### src/rtl/sfb_pkg.sv
package sfb_pkg;
  localparam int unsigned NUM_SEQ  = 4;
  localparam int unsigned STAT_W   = 32;
  localparam int unsigned DCFG_W   = 8;

  typedef logic [NUM_SEQ-1:0] seq_vec_t;
endpackage

### src/rtl/sfb_seq_fifo.sv
module sfb_seq_fifo #(
  parameter int unsigned DATA_W = 16,
  parameter int unsigned DEPTH  = 4
) (
  input  logic              clk,
  input  logic              rst,
  input  logic              wr_en,
  input  logic [DATA_W-1:0] wr_data,
  input  logic              rd_en,
  output logic [DATA_W-1:0] rd_data,
  output logic              full,
  output logic              empty,
  output logic              drop
);
  localparam int unsigned AW = (DEPTH > 1) ? $clog2(DEPTH) : 1;
  localparam int unsigned CW = $clog2(DEPTH + 1);
  localparam logic [AW-1:0] LAST = AW'(DEPTH - 1);

  logic [DATA_W-1:0] mem [DEPTH];
  logic [AW-1:0]     wr_ptr, rd_ptr;
  logic [CW-1:0]     count;
  logic              do_wr, do_rd;

  assign full  = (count == CW'(DEPTH));
  assign empty = (count == '0);
  assign do_rd = rd_en & ~empty;
  assign do_wr = wr_en & (~full | do_rd);
  assign drop  = wr_en & full & ~do_rd;

  function automatic logic [AW-1:0] bump(input logic [AW-1:0] p);
    return (p == LAST) ? '0 : p + AW'(1);
  endfunction

  always_ff @(posedge clk) begin
    if (do_wr) mem[wr_ptr] <= wr_data;
  end

  always_ff @(posedge clk) begin
    if (rst)        rd_data <= '0;
    else if (do_rd) rd_data <= mem[rd_ptr];
  end

  always_ff @(posedge clk) begin
    if (rst) begin
      wr_ptr <= '0;
      rd_ptr <= '0;
      count  <= '0;
    end else begin
      if (do_wr) wr_ptr <= bump(wr_ptr);
      if (do_rd) rd_ptr <= bump(rd_ptr);
      unique case ({do_wr, do_rd})
        2'b10:   count <= count + CW'(1);
        2'b01:   count <= count - CW'(1);
        default: count <= count;
      endcase
    end
  end

  // a dropped write leaves the occupancy and write position alone
  a_r3_drop_holds: assert property (@(posedge clk) disable iff (rst)
    (wr_en && full && !rd_en) |=> ($stable(count) && $stable(wr_ptr)));

  // write plus pop on a full buffer keeps it full
  a_r6_full_rdwr: assert property (@(posedge clk) disable iff (rst)
    (wr_en && rd_en && full) |=> full);

  // pop on empty changes nothing
  a_r9_empty_read: assert property (@(posedge clk) disable iff (rst)
    (rd_en && !wr_en && empty) |=> (empty && $stable(rd_data)));
endmodule

### src/rtl/sfb_ovf_status.sv
module sfb_ovf_status #(
  parameter int unsigned NUM = 4
) (
  input  logic           clk,
  input  logic           rst,
  input  logic [NUM-1:0] set_vec,
  input  logic           clr_we,
  input  logic [NUM-1:0] clr_mask,
  output logic [NUM-1:0] flags
);
  logic [NUM-1:0] clr_eff;

  assign clr_eff = clr_we ? clr_mask : '0;

  always_ff @(posedge clk) begin
    if (rst) flags <= '0;
    else     flags <= (flags & ~clr_eff) | set_vec;
  end

  // a flag not being cleared never falls
  a_r4_sticky: assert property (@(posedge clk) disable iff (rst)
    1'b1 |=> ((($past(flags) & ~$past(clr_eff)) & ~flags) == '0));

  // a set request always lands, even against a clear
  a_r7_set_wins: assert property (@(posedge clk) disable iff (rst)
    1'b1 |=> (($past(set_vec) & ~flags) == '0));
endmodule

### src/rtl/sfb_top.sv
module sfb_top #(
  parameter int unsigned DATA_W    = 16,
  parameter logic [31:0] DEPTH_CFG = {8'd1, 8'd2, 8'd4, 8'd8}
) (
  input  logic                            clk,
  input  logic                            rst,
  input  logic [sfb_pkg::NUM_SEQ-1:0]        wr_strobe,
  input  logic [DATA_W-1:0]               wr_data,
  input  logic [sfb_pkg::NUM_SEQ-1:0]        rd_strobe,
  output logic [sfb_pkg::NUM_SEQ*DATA_W-1:0] rd_data,
  output logic [sfb_pkg::NUM_SEQ-1:0]        fifo_full,
  output logic [sfb_pkg::NUM_SEQ-1:0]        fifo_empty,
  input  logic                            ovf_clr_we,
  input  logic [sfb_pkg::STAT_W-1:0]         ovf_clr_data,
  output logic [sfb_pkg::STAT_W-1:0]         ovf_status
);
  import sfb_pkg::*;

  seq_vec_t drop_vec;
  seq_vec_t flag_vec;
  logic     clr_hi_unused;

  assign clr_hi_unused = ^ovf_clr_data[STAT_W-1:NUM_SEQ];

  for (genvar g = 0; g < NUM_SEQ; g++) begin : g_seq
    localparam int unsigned D = int'(DEPTH_CFG[g*DCFG_W +: DCFG_W]);

    sfb_seq_fifo #(
      .DATA_W (DATA_W),
      .DEPTH  (D)
    ) u_fifo (
      .clk     (clk),
      .rst     (rst),
      .wr_en   (wr_strobe[g]),
      .wr_data (wr_data),
      .rd_en   (rd_strobe[g]),
      .rd_data (rd_data[g*DATA_W +: DATA_W]),
      .full    (fifo_full[g]),
      .empty   (fifo_empty[g]),
      .drop    (drop_vec[g])
    );

    // a dropped write shows in the status word's bit for this buffer
    a_r2_flag_follows_drop: assert property (@(posedge clk) disable iff (rst)
      drop_vec[g] |=> ovf_status[g]);
  end

  sfb_ovf_status #(
    .NUM (NUM_SEQ)
  ) u_status (
    .clk      (clk),
    .rst      (rst),
    .set_vec  (drop_vec),
    .clr_we   (ovf_clr_we),
    .clr_mask (ovf_clr_data[NUM_SEQ-1:0]),
    .flags    (flag_vec)
  );

  assign ovf_status = {{(STAT_W-NUM_SEQ){1'b0}}, flag_vec};
endmodule

### config.mk
export PLATFORM = sky130hd
export DESIGN_NAME = sfb_top
export DESIGN_NICKNAME = d
export VERILOG_FILES = /design/src/rtl/sfb_pkg.sv /design/src/rtl/sfb_seq_fifo.sv /design/src/rtl/sfb_ovf_status.sv /design/src/rtl/sfb_top.sv
export SDC_FILE = /design/constraint.sdc
export NUM_CORES = 1
export LEC_CHECK = 0
export ABC_AREA = 1
export BUFFER_PORTS_ARGS = -buffer_cell sky130_fd_sc_hd__buf_2
export CORE_MARGIN = 3
export CORE_UTILIZATION = 40
export DETAILED_ROUTE_END_ITERATION = 8
export GPL_TIMING_DRIVEN = 0
export HOLD_SLACK_MARGIN = 0.12
export PLACE_DENSITY = 0.67
export SLEW_MARGIN = 20
export SYNTH_ARGS = -nofsm -noshare
export SYNTH_HDL_FRONTEND = slang
export SYNTH_SLANG_ARGS = --single-unit
### constraint.sdc
create_clock -name clk -period 2.3 [get_ports clk]
set_input_delay 0.46 -clock clk [delete_from_list [all_inputs] [get_ports clk]]
set_output_delay 0.46 -clock clk [all_outputs]
set_load 0.01 [all_outputs]
* Word-level counts from Yosys, hierarchy flattened
Memories as Yosys holds them, arrays and structs flattened. A register that Yosys moved wholly into a read port is not among the register bits.
Index checks and enable logic that the tools add are counted.
** Cells by class
- $add $sub $neg :: 14
- Eq/ne operators :: 15
- Muxes and demuxes :: 19
- Bitwise operators :: 34
- Reduce and logical (&&, ||, !) cells :: 7
** Operators by type and width (number)
- bitwise AND 1 bit :: 16
- equality test 2 bit, second input constant :: 7
- NOT 1 bit :: 11
- 2-to-1 mux 1 bit :: 10
- adder 3 x 1 -> 3 bit, second input constant :: 3
- equality test 3 bit, second input constant :: 3
- equality test 2 x 1 -> 1 bit, second input constant :: 4
- one-hot mux 4 bit (2 select lines) :: 1
- nonzero test 2 bit :: 4
- adder 2 x 1 -> 2 bit, second input constant :: 3
- 2-to-1 mux 3 bit :: 2
- one-hot mux 3 bit (2 select lines) :: 1
- adder 4 x 1 -> 4 bit, second input constant :: 1
- bitwise AND 4 bit :: 1
- equality test 4 bit, second input constant :: 1
- zero test 4 bit :: 1
- 2-to-1 mux 2 bit :: 2
- 2-to-1 mux 4 bit :: 1
- NOT 4 bit :: 1
- OR 1 bit :: 4
- OR 4 bit :: 1
- one-hot mux 2 bit (2 select lines) :: 1
- subtractor 4 x 1 -> 4 bit, second input constant :: 1
- adder 1 bit, second input constant :: 3
- 6 further kinds :: 6
** Word-level totals
- Flip-flop bits (word level) :: 26
- Bits in writable memories :: 240
- Input port bits :: 59
- Word-level logic and storage cells :: 104
- Memories :: 4
** Memory list
- g_seq[0].u_fifo.mem :: depth 8, bits a word 16, rd ports 1, clocked after memory_dff 1, write ports 1, line sfb_seq_fifo.sv:19 : logic [DATA_W-1:0] mem [DEPTH];
- g_seq[1].u_fifo.mem :: depth 4, bits a word 16, rd ports 1, clocked after memory_dff 1, write ports 1, line sfb_seq_fifo.sv:19
- g_seq[2].u_fifo.mem :: depth 2, bits a word 16, rd ports 1, clocked after memory_dff 1, write ports 1, line sfb_seq_fifo.sv:19
- g_seq[3].u_fifo.mem :: depth 1, bits a word 16, rd ports 1, clocked after memory_dff 1, write ports 1, line sfb_seq_fifo.sv:19

* Logic depth before layout (Yosys ltp)
- Depth in word-level cells :: 7
- Gate-level depth with buffers :: 12

* Hierarchy
Synthesis repeated with hierarchy kept, for this count alone.
** Unflattened totals
- Cell total of the unflattened synthesis :: 1227
- Area, all modules :: 13365.3 um^2
** By module, submodules not included
- sfb_seq_fifo (g_seq[0].u_fifo) :: times used 1, cells an instance 602, area an instance 6463.7 um^2, sequential area each 4364.2 um^2
- sfb_seq_fifo (g_seq[1].u_fifo) :: times used 1, cells an instance 288, area an instance 3392.0 um^2, sequential area each 2382.3 um^2
- sfb_seq_fifo (g_seq[2].u_fifo) :: times used 1, cells an instance 162, area an instance 1958.1 um^2, sequential area each 1361.3 um^2
- sfb_seq_fifo (g_seq[3].u_fifo) :: times used 1, cells an instance 126, area an instance 1192.4 um^2, sequential area each 820.8 um^2
- sfb_top :: times used 1, cells an instance 29, area an instance 214.0 um^2, sequential area each 0.0 um^2
- sfb_ovf_status :: times used 1, cells an instance 20, area an instance 145.1 um^2, sequential area each 80.1 um^2

* Worst setup path before layout
No wires, ideal clock.
- Path kind :: input -> register
- From :: input port rd_strobe[0] (netlist bit)
- To :: memory g_seq[0].u_fifo.mem[0][0], enable pin
- Setup time :: 0.388 ns
- Arrival time :: 1.700 ns
- Data required time :: 1.912 ns
- Path slack :: 0.211 ns
- Cell stages on the path :: 5
- Path through :: inv_1 nand4_1 nand2_1 or2_2 nor2_1
** On the way
- Longest elaborated chain between the ends :: 5
** Ends and longest elaborated chain
- from (decl) :: line sfb_top.sv:9 : input logic [sfb_pkg::NUM_SEQ-1:0] rd_strobe,
- bitwise AND 1 bit :: line sfb_seq_fifo.sv:26 : assign do_rd = rd_en & ~empty;
- OR 1 bit :: line sfb_seq_fifo.sv:27 : assign do_wr = wr_en & (~full | do_rd);
- bitwise AND 1 bit :: line sfb_seq_fifo.sv:27
- 2-to-1 mux 1 bit :: line sfb_seq_fifo.sv:35 : if (do_wr) mem[wr_ptr] <= wr_data;
- 2-to-1 mux 1 bit (implied by the code) :: line sfb_seq_fifo.sv:35
- to (decl) :: line sfb_seq_fifo.sv:19
No other way between the ends.

* Final worst setup path
- From :: register g_seq[0].u_fifo.count[0]
- To :: memory g_seq[0].u_fifo.mem[6][14], enable pin
** On the way
- Longest elaborated chain between the ends :: 7
** Ends and longest elaborated chain
- from (decl) :: line sfb_seq_fifo.sv:21 : logic [CW-1:0] count;
- from (signal assigned) :: line sfb_seq_fifo.sv:52 : 2'b10: count <= count + CW'(1);
- from (signal assigned) :: line sfb_seq_fifo.sv:53 : 2'b01: count <= count - CW'(1);
- from (signal assigned) :: line sfb_seq_fifo.sv:54 : default: count <= count;
- zero test 4 bit :: line sfb_seq_fifo.sv:25 : assign empty = (count == '0);
- NOT 1 bit :: line sfb_seq_fifo.sv:26
- bitwise AND 1 bit :: line sfb_seq_fifo.sv:26
- OR 1 bit (*) :: line sfb_seq_fifo.sv:27
- bitwise AND 1 bit (*) :: line sfb_seq_fifo.sv:27
- 2-to-1 mux 1 bit (*) :: line sfb_seq_fifo.sv:35
- 2-to-1 mux 1 bit (implied by the code) (*) :: line sfb_seq_fifo.sv:35
Mark *: on every way between the ends. The rest lies on a longest branch, timed or not.

==> run_results.csv <==
group,metric,value,unit
status,status,"complete, no violations",
logic_synthesis,synth_top_family_by_area,"simple AND/OR/NAND/NOR gates",
critical_path,worst_setup_path_endpoint,"g_seq[0].u_fifo.mem[6][14]",
job,maxCapViolations,0,
clocking,ctsHoldBuffers,0,
logic_synthesis,synth-compound-area-share,0.0756,
cells_and_area,diodes,0,
critical_path,r2r-start,"g_seq[0].u_fifo.count[0]",
critical_path,critPathMaxFanout,12,
die,die_ar,0.0347,mm2
cells_and_area,syn2layout_area_growth,18.4,%
critical_path,path_buf_inv,1,
timing,clock_skew,0.0111,ns
logic_synthesis,ys_top_cells_by_area,"sky130_fd_sc_hd__edfxtp_1 (55%), sky130_fd_sc_hd__dfxtp_1 (14%), sky130_fd_sc_hd__nand2_1 (6.8%), sky130_fd_sc_hd__nor2_1 (4.4%), sky130_fd_sc_hd__o21ai_0 (4.1%)",
detailed_routing,detailedRoute.firstPassIterationCount,5,
detailed_routing,vias_per_cell,4.95,
timing,finalHoldViolations,0,
clocking,clock_latency,0.51,ns
grt,grt_pass1_vias,8410,
die,num_io_pins,163,
critical_path,cp_slowest_stage_delay,0.45,ns
timing,final_min_period_over_clock_period,0.914,
clocking,clk_root_buffer_cell,"sky130_fd_sc_hd__clkbuf_16",
detailed_routing,via_count,8958,
placed_design,dp.cells,1749,
critical_path,critical_path_cell_count,6,
logic_synthesis,synth-seq-cells,330,
timing,worst_slew_pin_slew,0.953,ns
hold_path,worst_hold_check_path_type,"input port to register",
logic_synthesis,yosys_most_used_dff,"sky130_fd_sc_hd__edfxtp_1",
timing,setup_viol,0,
logic_synthesis,yosys.area.top_type,"sky130_fd_sc_hd__edfxtp_1",
clocking,cts.clk_slew.worst_paths,0.06,ns
critical_path,cp.required,2.50,ns
logic_synthesis,synth_enable_flop_cells,240,
logic_synthesis,post_synthesis_instance_total,1174,
die,die_w,186,um
critical_path,cp_cell_sequence,"nor2_4 > nand4_1 > nand2_1 > or2_2 > nor2_2 > buf_6",
cells_and_area,commonest_non_fill_non_tap_cell_in_the_layout,"sky130_fd_sc_hd__edfxtp_1",
critical_path,data_arrival_critical_path,2.31,ns
clocking,clock_sink_count,330,
placed_design,port_buffers,106,
critical_path,startpoint_type,"register",
timing,rsz0062_at_grt,"no",
logic_synthesis,syn-mean-instance-area,11.1,um2
detailed_routing,detail_route.drc_violations,0,
grt,grt_first_pass_wirelength,48100,um
logic_synthesis,yosys.cell_types.count,30,
die,starting_density,0.409,
critical_path,slowest_stage,"sky130_fd_sc_hd__or2_2",
logic_synthesis,ys_async_sr_fraction,0,
placed_design,gp_routability_congestion,0.858,
logic_synthesis,ys_seq_area_frac,0.693,
timing,relSlewSlack,0.364,
power,p_leak,0.00614,uW
logic_synthesis,synthesis.yosys.warnings,0,
logic_synthesis,post_synth_instance_area,0.0130,mm2
critical_path,worst_r2r_path_depth,6,
detailed_routing,wl_per_cell,17.8,um
grt,maximum_number_of_pins_on_one_net_before_global_route_repair,18,
die,core_region_area,0.0318,mm2
logic_synthesis,synthMuxAreaShare,0,
clocking,tritoncts.num_buffers,34,
logic_synthesis,yosys.area_share.adder,0.0156,
critical_path,reg2reg_to,"g_seq[0].u_fifo.mem[6][14]",
cells_and_area,design.final.nets,1425,
power,p_per_area,1130,mW/mm2
critical_path,crit_path_start,"g_seq[0].u_fifo.count[0]",
hold_path,min-delay-start,"ovf_clr_data[3]",
detailed_routing,drt_iter0_drc,781,
critical_path,timing_worst_setup_path_type,"register to register",
clocking,clk_path_buf_depth,3,
grt,globalRouteTotalUtil,0.184,
critical_path,worst_path_dominant_cell_family,"simple AND/OR/NAND/NOR gates",
logic_synthesis,synth-xor-area-share,0.00135,
placed_design,dpl.hpwl,21400,um
timing,final.min_clock_period,2.10,ns
cells_and_area,most-common-layout-cells,"sky130_fd_sc_hd__edfxtp_1 (240), sky130_fd_sc_hd__nand2_1 (235), sky130_fd_sc_hd__nor2_1 (140), sky130_fd_sc_hd__buf_2 (125), sky130_fd_sc_hd__o21ai_0 (106)",
logic_synthesis,synth-simple-area-share,0.149,
critical_path,crit_end_element,"register",
grt,global_route.overflow_total,0,
power,vdd_drop_max,0.000583,V
clocking,tritoncts,"yes",
clocking,htreeDepth,2,
timing,max_freq,476,MHz
cells_and_area,utilization,0.484,
timing,number_of_slew_limit_violations_in_the_final_report,0,
die,core.rowCount,65,
grt,grt_antenna_before_repair,1,
detailed_routing,drt.antenna.violating_nets,0,
detailed_routing,route.final.wire_length,32300,um
cells_and_area,post_route_cells_drive_above_1_share,0.191,
logic_synthesis,synth_top_area_frac,0.554,
cells_and_area,post_layout_nonfiller_instances,1811,
die,die_h,186,um
critical_path,regToRegSetupSlack,0.20,ns
==> kinds of logic (layout without fill, tap and decap cells) <==
logic type | count (synthesis) | in the layout
adder cells (fa/ha/maj) | 15 | 15
AO/OA/AOI/OAI | 188 | 188
XOR/XNOR | 2 | 2
AND/OR/NAND/NOR | 477 | 477
flip-flops | 330 | 330
other | 1 | 28
buffers and inverters | 161 | 336
==> how the worst min path moves through the flow <==
stage | to | slack, ns | depth (start not counted)
CTS | u_status.flags[3] | 0.21 | 4
global placement | u_status.flags[3] | 0.45 | 2
detailed placement | u_status.flags[0] | 0.45 | 2
global route | u_status.flags[2] | 0.23 | 4
finish | u_status.flags[3] | 0.22 | 4
floorplan | g_seq[2].u_fifo.count[1] | 0.46 | 2
==> Yosys cell counts, types with 3 or more instances <==
master and count:
sky130_fd_sc_hd__a21oi_1 44, sky130_fd_sc_hd__a31oi_1 16, sky130_fd_sc_hd__buf_1 3, sky130_fd_sc_hd__buf_2 19
sky130_fd_sc_hd__buf_4 43, sky130_fd_sc_hd__buf_6 8, sky130_fd_sc_hd__clkbuf_1 17, sky130_fd_sc_hd__dfxtp_1 90
sky130_fd_sc_hd__edfxtp_1 240, sky130_fd_sc_hd__ha_1 13, sky130_fd_sc_hd__inv_1 63, sky130_fd_sc_hd__inv_2 6
sky130_fd_sc_hd__nand2_1 235, sky130_fd_sc_hd__nand3_1 78, sky130_fd_sc_hd__nor2_1 154, sky130_fd_sc_hd__nor2_4 3
sky130_fd_sc_hd__o21ai_0 107, sky130_fd_sc_hd__o21ai_1 4, sky130_fd_sc_hd__o22ai_1 16
==> tightest hold or removal path: stages <==
cell and delay [ns]:
sky130_fd_sc_hd__buf_2 0.07, sky130_fd_sc_hd__nand2_1 0.04, sky130_fd_sc_hd__nand2_1 0.05, sky130_fd_sc_hd__a21oi_1 0.05
==> report_power, final <==
part / switching, uW / internal, uW
clock network: 2220 / 2980
registers: 344 / 7100
logic: 3120 / 1610
==> per-layer routing <==
metal	share of wire	vias to the layer above	GRT usage
met5	0	-	0
met4	0.026	0	0.0611
met3	0.080	58	0.0290
met2	0.48	372	0.307
met1	0.42	4236	0.248
li1	-	4292	-
==> what timing repair did <==
action / in CTS / in global routing
gates resized for setup: 3 / 3
endpoints found under the setup margin: 29 / 1
setup buffers: 0 / 1
pin swaps: 0 / 1
hold endpoints to repair: 0 / 0
==> flip-flops by register name, summed over array words and instances (netlist names) <==
name and count:
g_seq.u_fifo.mem 240, g_seq.u_fifo.rd_data 64, g_seq.u_fifo.count 9, g_seq.u_fifo.rd_ptr 6, g_seq.u_fifo.wr_ptr 6, u_status.flags 4
g_seq.u_fifo.full 1
==> through the flow <==
step                      power [uW]  setup TNS (ns)  setup WS [ns]  instance area [um2]  hold slack [ns]
final                          17400               0          0.197                15400            0.221
after floorplan                10500               0          0.211                13100            0.460
after CTS                      17400               0         0.0716                15400            0.205
after global routing           18300               0        0.00808                15400            0.232
after global placement         12100          -70.19         -0.676                14200            0.453
after detailed placement       12200           -8.47         -0.205                14300            0.454
==> final cells by class <==
class | instances | area [um2]
fill | 2805 | 16400
sequential | 330 | 9010
multi-input combinational | 710 | 3300
clock buffer | 43 | 926
timing repair buffer | 114 | 628
buffer | 90 | 587
tap | 435 | 544
inverter | 71 | 267
clock inverter | 18 | 133
Power figures use the tool's default switching activity.
